[src/rtl/sfifo_pkg.sv]
package sfifo_pkg;
  typedef enum logic [1:0] {
    FM_OFF  = 2'b00,
    FM_CIRC = 2'b01,
    FM_STOP = 2'b10,
    FM_RSVD = 2'b11
  } fmode_e;
endpackage

[src/rtl/sfifo_store.sv]
module sfifo_store #(
  parameter int DEPTH = 32,
  parameter int SMP_W = 48
) (
  input  logic             clk,
  input  logic             rst_n,
  input  logic             flush,
  input  logic             wr_en,
  input  logic             rd_adv,
  input  logic [SMP_W-1:0] wr_data,
  output logic [SMP_W-1:0] rd_data
);
  localparam int PTR_W = (DEPTH > 1) ? $clog2(DEPTH) : 1;
  localparam logic [PTR_W-1:0] LAST = PTR_W'(DEPTH - 1);

  logic [SMP_W-1:0] mem [DEPTH];
  logic [PTR_W-1:0] wr_ptr_q, wr_ptr_d;
  logic [PTR_W-1:0] rd_ptr_q, rd_ptr_d;

  always_comb begin
    wr_ptr_d = wr_ptr_q;
    rd_ptr_d = rd_ptr_q;
    if (flush) begin
      wr_ptr_d = '0;
      rd_ptr_d = '0;
    end else begin
      if (wr_en)  wr_ptr_d = (wr_ptr_q == LAST) ? '0 : wr_ptr_q + 1'b1;
      if (rd_adv) rd_ptr_d = (rd_ptr_q == LAST) ? '0 : rd_ptr_q + 1'b1;
    end
  end

  always_ff @(posedge clk or negedge rst_n) begin
    if (!rst_n) begin
      wr_ptr_q <= '0;
      rd_ptr_q <= '0;
    end else begin
      wr_ptr_q <= wr_ptr_d;
      rd_ptr_q <= rd_ptr_d;
    end
  end

  always_ff @(posedge clk) begin
    if (wr_en && !flush) mem[wr_ptr_q] <= wr_data;
  end

  assign rd_data = mem[rd_ptr_q];
endmodule

[src/rtl/sfifo_occ.sv]
module sfifo_occ
  import sfifo_pkg::*;
#(
  parameter int DEPTH = 32,
  parameter int CNT_W = 6
) (
  input  logic             clk,
  input  logic             rst_n,
  input  fmode_e           mode,
  input  logic             smp_valid,
  input  logic             pop,
  input  logic [5:0]       wmark,
  output logic             flush,
  output logic             wr_en,
  output logic             rd_adv,
  output logic [CNT_W-1:0] cnt,
  output logic             wm_flag,
  output logic             ovf_flag
);
  localparam logic [CNT_W-1:0] FULL_CNT = CNT_W'(DEPTH);

  logic [CNT_W-1:0] cnt_q, cnt_d;
  logic             ovf_q, ovf_d;
  logic             off, circ, full, do_pop, ovf_evt, drop_old;

  always_comb begin
    off      = (mode == FM_OFF) || (mode == FM_RSVD);
    circ     = (mode == FM_CIRC);
    full     = (cnt_q == FULL_CNT);
    do_pop   = pop && (cnt_q != '0) && !off;
    ovf_evt  = smp_valid && !off && full && !do_pop;
    drop_old = ovf_evt && circ;
    wr_en    = smp_valid && !off && (!full || do_pop || circ);
    rd_adv   = do_pop || drop_old;
    flush    = off;

    cnt_d = cnt_q;
    ovf_d = ovf_q;
    if (off) begin
      cnt_d = '0;
      ovf_d = 1'b0;
    end else begin
      cnt_d = cnt_q + CNT_W'(wr_en) - CNT_W'(rd_adv);
      ovf_d = (ovf_q || ovf_evt) && (cnt_d == FULL_CNT);
    end
  end

  always_ff @(posedge clk or negedge rst_n) begin
    if (!rst_n) begin
      cnt_q <= '0;
      ovf_q <= 1'b0;
    end else begin
      cnt_q <= cnt_d;
      ovf_q <= ovf_d;
    end
  end

  assign cnt      = cnt_q;
  assign ovf_flag = ovf_q;
  assign wm_flag  = !off && ((CNT_W + 1)'(cnt_q) >= (CNT_W + 1)'(wmark));

  AST_CNT_MAX: assert property (@(posedge clk) disable iff (!rst_n)
    cnt_q <= FULL_CNT);
  AST_OVF_ONLY_FULL: assert property (@(posedge clk) disable iff (!rst_n)
    ovf_q |-> (cnt_q == FULL_CNT));
  AST_CIRC_STAYS_FULL: assert property (@(posedge clk) disable iff (!rst_n)
    (mode == FM_CIRC && full && smp_valid && !pop) |=> (cnt_q == FULL_CNT && ovf_q));
  AST_OFF_EMPTIES: assert property (@(posedge clk) disable iff (!rst_n)
    off |=> (cnt_q == '0 && !ovf_q));
  AST_EMPTY_POP: assert property (@(posedge clk) disable iff (!rst_n)
    (cnt_q == '0 && pop && !smp_valid) |=> (cnt_q == '0));
endmodule

[src/rtl/sfifo_evtimer.sv]
module sfifo_evtimer #(
  parameter int TIME_W = 5
) (
  input  logic              clk,
  input  logic              rst_n,
  input  logic              evt,
  input  logic              tick,
  output logic [TIME_W-1:0] etime
);
  localparam logic [TIME_W-1:0] TOP = '1;

  logic [TIME_W-1:0] etime_q, etime_d;
  logic              cnt_en;

  always_comb begin
    cnt_en  = evt && tick && (etime_q != TOP);
    etime_d = etime_q;
    if (!evt)        etime_d = '0;
    else if (cnt_en) etime_d = etime_q + 1'b1;
  end

  always_ff @(posedge clk or negedge rst_n) begin
    if (!rst_n) etime_q <= '0;
    else        etime_q <= etime_d;
  end

  assign etime = etime_q;

  AST_ETIME_SAT: assert property (@(posedge clk) disable iff (!rst_n)
    (evt && etime_q == TOP) |=> (etime_q == TOP));
  AST_ETIME_ZERO: assert property (@(posedge clk) disable iff (!rst_n)
    !evt |=> (etime_q == '0));
  AST_ETIME_STEP: assert property (@(posedge clk) disable iff (!rst_n)
    (evt && !tick) |=> $stable(etime_q));
endmodule

[src/rtl/sfifo_sensor.sv]
module sfifo_sensor
  import sfifo_pkg::*;
#(
  parameter int DEPTH  = 32,
  parameter int AXIS_W = 16,
  parameter int AXES   = 3,
  parameter int TIME_W = 5
) (
  input  logic                   clk,
  input  logic                   rst_n,
  input  logic                   smp_valid_i,
  input  logic [AXIS_W*AXES-1:0] smp_data_i,
  input  logic                   pop_i,
  input  logic [1:0]             mode_i,
  input  logic [5:0]             wmark_i,
  output logic [AXIS_W*AXES-1:0] head_o,
  output logic [7:0]             stat_o,
  output logic [7:0]             evt_o
);
  localparam int SMP_W = AXIS_W * AXES;
  localparam int CNT_W = $clog2(DEPTH) + 1;

  fmode_e           mode;
  logic             flush, wr_en, rd_adv, wm_flag, ovf_flag, evt;
  logic [CNT_W-1:0] cnt;
  logic [SMP_W-1:0] rd_data;
  logic [TIME_W-1:0] etime;

  assign mode = fmode_e'(mode_i);

  sfifo_store #(.DEPTH(DEPTH), .SMP_W(SMP_W)) u_store (
    .clk(clk), .rst_n(rst_n), .flush(flush), .wr_en(wr_en),
    .rd_adv(rd_adv), .wr_data(smp_data_i), .rd_data(rd_data)
  );

  sfifo_occ #(.DEPTH(DEPTH), .CNT_W(CNT_W)) u_occ (
    .clk(clk), .rst_n(rst_n), .mode(mode), .smp_valid(smp_valid_i),
    .pop(pop_i), .wmark(wmark_i), .flush(flush), .wr_en(wr_en),
    .rd_adv(rd_adv), .cnt(cnt), .wm_flag(wm_flag), .ovf_flag(ovf_flag)
  );

  assign evt = wm_flag || ovf_flag;

  sfifo_evtimer #(.TIME_W(TIME_W)) u_tmr (
    .clk(clk), .rst_n(rst_n), .evt(evt), .tick(smp_valid_i), .etime(etime)
  );

  assign head_o = (cnt != '0) ? rd_data : '0;
  assign stat_o = {ovf_flag, wm_flag, 6'(cnt)};
  assign evt_o  = {2'b00, evt, 5'(etime)};

  AST_STOP_KEEPS_HEAD: assert property (@(posedge clk) disable iff (!rst_n)
    (mode == FM_STOP && cnt == CNT_W'(DEPTH) && smp_valid_i && !pop_i) |=> $stable(head_o));
  AST_EVT_TOP_ZERO: assert property (@(posedge clk) disable iff (!rst_n)
    evt_o[7:6] == 2'b00);
endmodule

[config.mk]
export PLATFORM = sky130hd
export DESIGN_NAME = sfifo_sensor
export DESIGN_NICKNAME = d
export VERILOG_FILES = /design/src/rtl/sfifo_pkg.sv /design/src/rtl/sfifo_store.sv /design/src/rtl/sfifo_occ.sv /design/src/rtl/sfifo_evtimer.sv /design/src/rtl/sfifo_sensor.sv
export SDC_FILE = /design/constraint.sdc
export NUM_CORES = 1
export LEC_CHECK = 0
export CORE_MARGIN = 10
export CORE_UTILIZATION = 41
export CTS_BUF_LIST = sky130_fd_sc_hd__clkbuf_8
export CTS_CLUSTER_DIAMETER = 120
export DETAILED_ROUTE_END_ITERATION = 12
export MAX_ROUTING_LAYER = met4
export PLACE_DENSITY = 0.57
export SYNTH_ARGS = -nofsm -noshare
export SYNTH_HDL_FRONTEND = slang
export SYNTH_SLANG_ARGS = --single-unit
[constraint.sdc]
create_clock -name clk -period 11.26 [get_ports clk]
set_clock_uncertainty 0.1 [all_clocks]
set_input_delay 2.252 -clock clk [delete_from_list [all_inputs] [get_ports clk]]
set_output_delay 2.252 -clock clk [all_outputs]
set_load 0.01 [all_outputs]
==> results.sh, run 1 <==
export IMPL_initial_core_util_pct=41.2
export IMPL_finalSetupViolations=0
export IMPL_dp_cells=4545
export IMPL_hold_violations=0
export IMPL_final_cells=4980
export IMPL_cts_sinks=1558
export IMPL_worstMarginPinSlew_ns=1.29
export IMPL_detail_route_antenna_nets=0
export IMPL_fin_crit_ns=7.79
export IMPL_power_leakage_uw=0.0209
export IMPL_dieArea_sq_um=161000
export IMPL_relSlewSlack_pct=13.4
export IMPL_grt_first_pass_wirelength_mm=221
export IMPL_max_freq_mhz=128
export IMPL_ctsRootBufferMaster="clkbuf_8"
export IMPL_synth_area_sq_um=59800
export IMPL_drtIter0Drc=3102
export IMPL_ctsResizeCount=0
export IMPL_clk_pin_slew_ns=0.06
export IMPL_final_area_sq_um=68300
export IMPL_drv_slew=0
export IMPL_worst_ep_arrival_time_ns=5.43
export IMPL_clock_latency_ns=0.91
export IMPL_cap_violations=0
export IMPL_antenna_found_initial=11
export IMPL_boundaryPins=124
export IMPL_core_area_sq_um=145000
export IMPL_tritoncts="built"
export IMPL_worstHoldPathType="flop to flop"
export IMPL_viasPerCell=5.84
export IMPL_p_per_area_nw_per_um2=189
export IMPL_std_cell_rows=140
export IMPL_synthArstFlopShare_pct=1.41
export IMPL_synth_most_common_cell="edfxtp_1"
export IMPL_final_nets=2989
export IMPL_cts_path_max_buffers=4
export IMPL_holdBufCountCts=0
export IMPL_critPathMaxFanout=98
export IMPL_critical_path_class="flop to output pin"
export IMPL_ys_warn_count=0
export IMPL_syn2layout_area_growth_pct=14.2
export IMPL_n_fill_cell=11800
export IMPL_status="finished clean"
export IMPL_dp_hpwl_mm=84.6
export IMPL_synth_distinct_cells=44
export IMPL_synth_flop_cell="edfxtp_1"
export IMPL_worst_ep_required_time_ns=8.91
export IMPL_grt_pass1_vias=30400
export IMPL_avgSynthCellArea_sq_um=23.3
export IMPL_rsz0062_at_grt="no"
export IMPL_irDropWorstVdd_uv=125
export IMPL_track_usage_pct=19.4
export IMPL_routed_via_count=29100
export IMPL_port_buffers=121
export IMPL_die_h_microns=402
export IMPL_finalCritPeriodShare_pct=69.1
export IMPL_synth_edff_count=1536
export IMPL_synth_top_cell_area_share_pct=77.2
export IMPL_grt_max_degree=127
export IMPL_place_area_sq_um=63600
export IMPL_seq_area_frac_synth_pct=78.1
export IMPL_route_detailed_drc=0
export IMPL_dr_pass1_iters=5
export IMPL_wirelength_mm=154
export IMPL_setup_tns_final_ns=0
export IMPL_htreeDepth=5
export IMPL_netlist_top_cells_area="edfxtp_1 77%, mux4_2 14%, mux2i_1 1.7%"
export IMPL_critPathLaunchType="flop"
export IMPL_yosysTopAreaCell="edfxtp_1"
export IMPL_gp_congestion=0.753
export IMPL_netlist_top_cells_count="1,536 x edfxtp_1, 384 x mux4_2, 100 x mux2i_1, 96 x a221oi_1, 66 x clkbuf_1"
export IMPL_wire_per_inst_microns=30.8
export IMPL_ys_ff_latch=1558
export IMPL_postCtsSetupBuffers=0
export IMPL_end_kind="output pin"
export IMPL_fp_dieW_microns=402
export IMPL_drive_above_1_share_pct=27.2
export IMPL_grt_overflow_total=0
export IMPL_cts_buffers=274
export IMPL_syn_inst=2563
==> flip-flops by register name, summed over array words and instances, names as in the netlist <==
| name | flops |
|---|---|
| u_occ.cnt | 6 |
| u_occ.ovf_flag | 1 |
| u_store.mem | 1536 |
| u_store.rd_ptr_q | 5 |
| u_store.wr_ptr_q | 5 |
| u_tmr.etime | 5 |
==> critical path, cell delays in order, from the launching register on <==
cell	delay, ns
dfrtp_4	0.83
buf_12	0.65
buf_4	0.86
mux4_2	0.62
a221oi_1	0.58
o21ai_1	0.26
clkdlybuf4s50_1	0.55
==> through the flow <==
stage               util [%]  hold slack [ns]  total power (uW)  setup slack, ns
global route            47.0            0.519             13400             3.05
finish                  47.0            0.481             12900             3.47
CTS                     47.0            0.479             13100             3.23
floorplan                  -            0.406              7680             5.14
global placement        43.8            0.440              8440             3.95
detailed placement      43.8            0.478              8470             3.97
==> routing by layer <==
metal / track usage (%) / part of all wire (%) / up-vias
met5: - / 0 / -
met3: 4.04 / 8.0 / 250
met4: 5.20 / 2.0 / 0
met2: 29.0 / 47 / 1244
li1: - / - / 11700
met1: 27.1 / 43 / 15800
==> layout by cell type (no fill, tap or decap), types with 3 or more instances in the layout <==
master / netlist / final
bufinv_16: 0 / 7
clkbuf_8: 0 / 283
mux2i_1: 100 / 100
buf_4: 23 / 88
nand2_1: 12 / 12
nor3b_1: 3 / 3
inv_1: 20 / 110
ha_1: 24 / 24
edfxtp_1: 1536 / 1536
buf_12: 0 / 4
clkinv_1: 0 / 32
a221oi_1: 96 / 96
dfrtp_1: 22 / 19
dfrtp_4: 0 / 3
a21o_1: 4 / 4
o22a_1: 48 / 48
diode_2: 0 / 3
nor2_4: 0 / 33
xor2_1: 3 / 3
clkdlybuf4s50_1: 0 / 119
xnor2_1: 4 / 4
o21ai_1: 48 / 48
nor2_1: 52 / 19
nand3_1: 6 / 5
mux4_2: 384 / 384
and3_1: 4 / 4
nand3b_1: 5 / 5
clkinv_2: 0 / 16
a21oi_1: 9 / 9
nand4_1: 3 / 3
o21ai_0: 5 / 5
==> final cells by class <==
| class | instances | area (sq um) | share of cell area (%) |
|---|---|---|---|
| Timing Repair Buffer | 213 | 1940 | 2.84 |
| Tap cell | 1917 | 2400 | 3.51 |
| Clock inverter | 149 | 776 | 1.14 |
| Clock buffer | 283 | 3890 | 5.71 |
| Antenna cell | 3 | 7.51 | 0.0110 |
| Sequential cell | 1558 | 46700 | 68.4 |
| Multi-Input combinational cell | 837 | 12500 | 18.3 |
| Inverter | 20 | 75.1 | 0.110 |
==> where the power goes <==
| group | internal [uW] | switching [uW] |
|---|---|---|
| logic | 820 | 998 |
| clock network | 2460 | 2150 |
| registers | 6440 | 45.4 |
==> kinds of logic (layout without fill, tap and decap cells) <==
family / Yosys count / count (layout) / share of synthesized area (%)
multiplexers: 484 / 484 / 16.1
flip-flops: 1558 / 1558 / 78.1
AND/OR/NAND/NOR: 100 / 100 / 0.829
AO/OA/AOI/OAI: 219 / 219 / 2.80
XOR/XNOR: 7 / 7 / 0.103
buffers and inverters: 169 / 665 / 1.48
other: 1 / 5 / 0.00628
adder cells (fa/ha/maj): 25 / 25 / 0.536
==> path summary, 6_finish.rpt <==
check,startpoint,to,slack [ns],depth (start not counted)
min reg2reg,u_store.wr_ptr_q[0]$_DFFE_PN0P_,u_store.wr_ptr_q[0]$_DFFE_PN0P_,0.48,1
max in group asynchronous,rst_n,u_store.rd_ptr_q[2]$_DFFE_PN0P_,8.49,1
max reg2reg,u_occ.cnt[2]$_DFF_PN0_,u_store.mem[22][22]$_DFFE_PP_,6.57,8
min,u_store.wr_ptr_q[0]$_DFFE_PN0P_,u_store.wr_ptr_q[0]$_DFFE_PN0P_,0.48,1
min in group asynchronous,rst_n,u_occ.cnt[2]$_DFF_PN0_,1.81,1
max,u_store.rd_ptr_q[0]$_DFFE_PN0P_,head_o[0],3.47,6
Power figures use the tool's default switching activity.
==> inputs of run 2 (changes only) <==
clock period = 7.9 ns   (was 11.26 ns; I/O delays follow)
==> run 2 against run 1 <==
Sequential power rose by 43%. Non-clock buffer count unchanged. Routed wire length is 3.4% lower. Clock power is 38% higher. Sequential share of layout area is 0.088 points lower. Cell area is 0.13% higher. Total power is 40% higher. Clock-buffer cell count fell by 3. Core utilization up 0.060 points. Critical path depth down 1. Largest power group unchanged.
==> results.sh, run 2 (synthesis results as in run 1) <==
export IMPL_holdBufCountCts=0
export IMPL_setup_tns_final_ns=0
export IMPL_clk_pin_slew_ns=0.06
export IMPL_top_usage_layer="met2"
export IMPL_end_kind="output pin"
export IMPL_cts_buffers=275
export IMPL_finalSetupViolations=0
export IMPL_antenna_found_initial=3
export IMPL_boundaryPins=124
export IMPL_cp_slowest_cell="dfrtp_4"
export IMPL_worstPathCellList="buf_12 -> mux4_2 -> a221oi_1 -> o21ai_1 -> clkdlybuf4s50_1"
export IMPL_ctsResizeCount=0
export IMPL_layout_common_cells="1,536 x edfxtp_1, 384 x mux4_2, 280 x clkbuf_8"
export IMPL_worst_ep_arrival_time_ns=4.81
export IMPL_critical_path_class="flop to output pin"
export IMPL_hold_violations=0
export IMPL_route_detailed_drc=0
export IMPL_core_area_sq_um=145000
export IMPL_max_freq_mhz=154
export IMPL_final_nets=2990
export IMPL_finalCritPeriodShare_pct=82.1
export IMPL_largest_reg_flops=1536
export IMPL_cts_path_max_buffers=4
export IMPL_dieArea_sq_um=161000
export IMPL_power_leakage_uw=0.0208
export IMPL_worst_ep_required_time_ns=6.22
export IMPL_track_usage_pct=18.8
export IMPL_dp_hpwl_mm=83.3
export IMPL_routed_via_count=28600
export IMPL_postCtsSetupBuffers=0
export IMPL_drv_slew=0
export IMPL_grt_first_pass_wirelength_mm=217
export IMPL_cap_violations=0
export IMPL_gp_congestion=0.773
export IMPL_p_int_uw=13600
export IMPL_worstHoldPathType="flop to flop"
export IMPL_swShare_pct=24.9
export IMPL_cts_sinks=1558
export IMPL_final_common_cell="edfxtp_1"
export IMPL_crit_buf_inv=2
export IMPL_p_per_area_nw_per_um2=265
export IMPL_cpPeakStageDelay_ns=1.08
export IMPL_pwr_share_clk_pct=35.0
export IMPL_drive_above_1_share_pct=27.1
export IMPL_viasPerCell=5.74
export IMPL_pwr_share_seq_pct=51.1
export IMPL_use_met3_pct=3.56
export IMPL_wire_per_inst_microns=29.8
export IMPL_clock_latency_ns=0.91
export IMPL_critPathMaxFanout=76
export IMPL_switching_power_uw=4510
export IMPL_drtIter0Drc=2462
export IMPL_use_met1_pct=25.3
export IMPL_detail_route_antenna_nets=0
export IMPL_tritoncts="built"
export IMPL_grt_max_degree=107
export IMPL_htreeDepth=5
export IMPL_rsz0062_at_grt="no"
export IMPL_die_h_microns=402
export IMPL_critPathLaunchType="flop"
export IMPL_met2_usage_pct=29.3
export IMPL_combPwrFrac_pct=13.9
export IMPL_status="finished clean"
export IMPL_whs_ns=0.485
export IMPL_fp_dieW_microns=402
export IMPL_ctsRootBufferMaster="clkbuf_8"
export IMPL_worstMarginPinSlew_ns=1.39
export IMPL_largest_register="u_store.mem"
export IMPL_fin_crit_ns=6.49
export IMPL_port_buffers=121
export IMPL_timing_critical_path_max_delay_family="flip-flops"
export IMPL_grt_pass1_vias=30300
export IMPL_syn2layout_area_growth_pct=14.4
export IMPL_std_cell_rows=140
export IMPL_dr_pass1_iters=5
export IMPL_relSlewSlack_pct=6.86
export IMPL_initial_core_util_pct=41.2
export IMPL_wirelength_mm=148
export IMPL_irDropWorstVdd_uv=170
export IMPL_grt_overflow_total=0
export IMPL_fin_util_pct=47.1
[run 2: cell types whose count changed in the layout (fill, tap and decap cells not counted), sizes merged]
cell	delta
buf	-2
bufinv	-7
clkbuf	-3
clkdlybuf4s50	+2
clkinv	+24
clkinvlp	+1
diode	-2
inv	-10
[run 2: final cells by class]
type / count / area, sq um
timing repair buffer: 213 / 2200
multi-input combinational: 837 / 12500
sequential: 1558 / 46700
clock inverter: 157 / 649
antenna: 1 / 2.50
inverter: 20 / 75.1
clock buffer: 280 / 3850
tap: 1917 / 2400
fill: 11800 / 76900
[run 2: routing by layer]
layer	share of wire (%)	vias up
li1	-	11800
met1	43	15500
met4	2.2	0
met5	0	-
met3	6.2	263
met2	49	1113
[run 2: metrics by stage]
stage / worst slack (ns) / cells / total power [uW] / instance area, sq um
2_1_floorplan: 2.45 / 2564 / 10900 / 59800
3_3_place_gp: 1.86 / 4545 / 12000 / 63800
3_5_place_dp: 1.78 / 4545 / 12000 / 63800
4_1_cts: 1.16 / 4982 / 18400 / 68300
5_1_grt: 1.12 / 4983 / 18900 / 68300
6_report: 1.41 / 4983 / 18100 / 68300
[run 2: worst register-to-register path: cells and delay by family, from the launching register on]
kind | cells | cell delay, ns
simple gates | 4 | 2.18
compound gates | 1 | 0.54
buf+inv | 2 | 0.53
flops | 1 | 0.40
fa+ha+maj | 1 | 0.24
[run 2: path summary, 6_finish.rpt]
check	from	end	slack [ns]	cells after the start
setup reg to reg	u_occ.cnt[2]$_DFF_PN0_	u_store.mem[18][11]$_DFFE_PP_	3.62	8
setup / recovery	u_store.rd_ptr_q[0]$_DFFE_PN0P_	head_o[12]	1.41	5
hold / removal	u_store.wr_ptr_q[0]$_DFFE_PN0P_	u_store.wr_ptr_q[0]$_DFFE_PN0P_	0.49	1
min in group asynchronous	rst_n	u_store.rd_ptr_q[4]$_DFFE_PN0P_	1.16	1
hold reg to reg	u_store.wr_ptr_q[0]$_DFFE_PN0P_	u_store.wr_ptr_q[0]$_DFFE_PN0P_	0.49	1
max in group asynchronous	rst_n	u_store.rd_ptr_q[2]$_DFFE_PN0P_	5.76	1
[run 2: power groups by stage]
stage               Clock, uW  Combinational [uW]  Sequential (uW)
floorplan                   0                1560             9380
global placement            0                2580             9430
detailed placement          0                2590             9440
CTS                      6510                2600             9270
global route             6900                2710             9270
finish                   6340                2530             9260
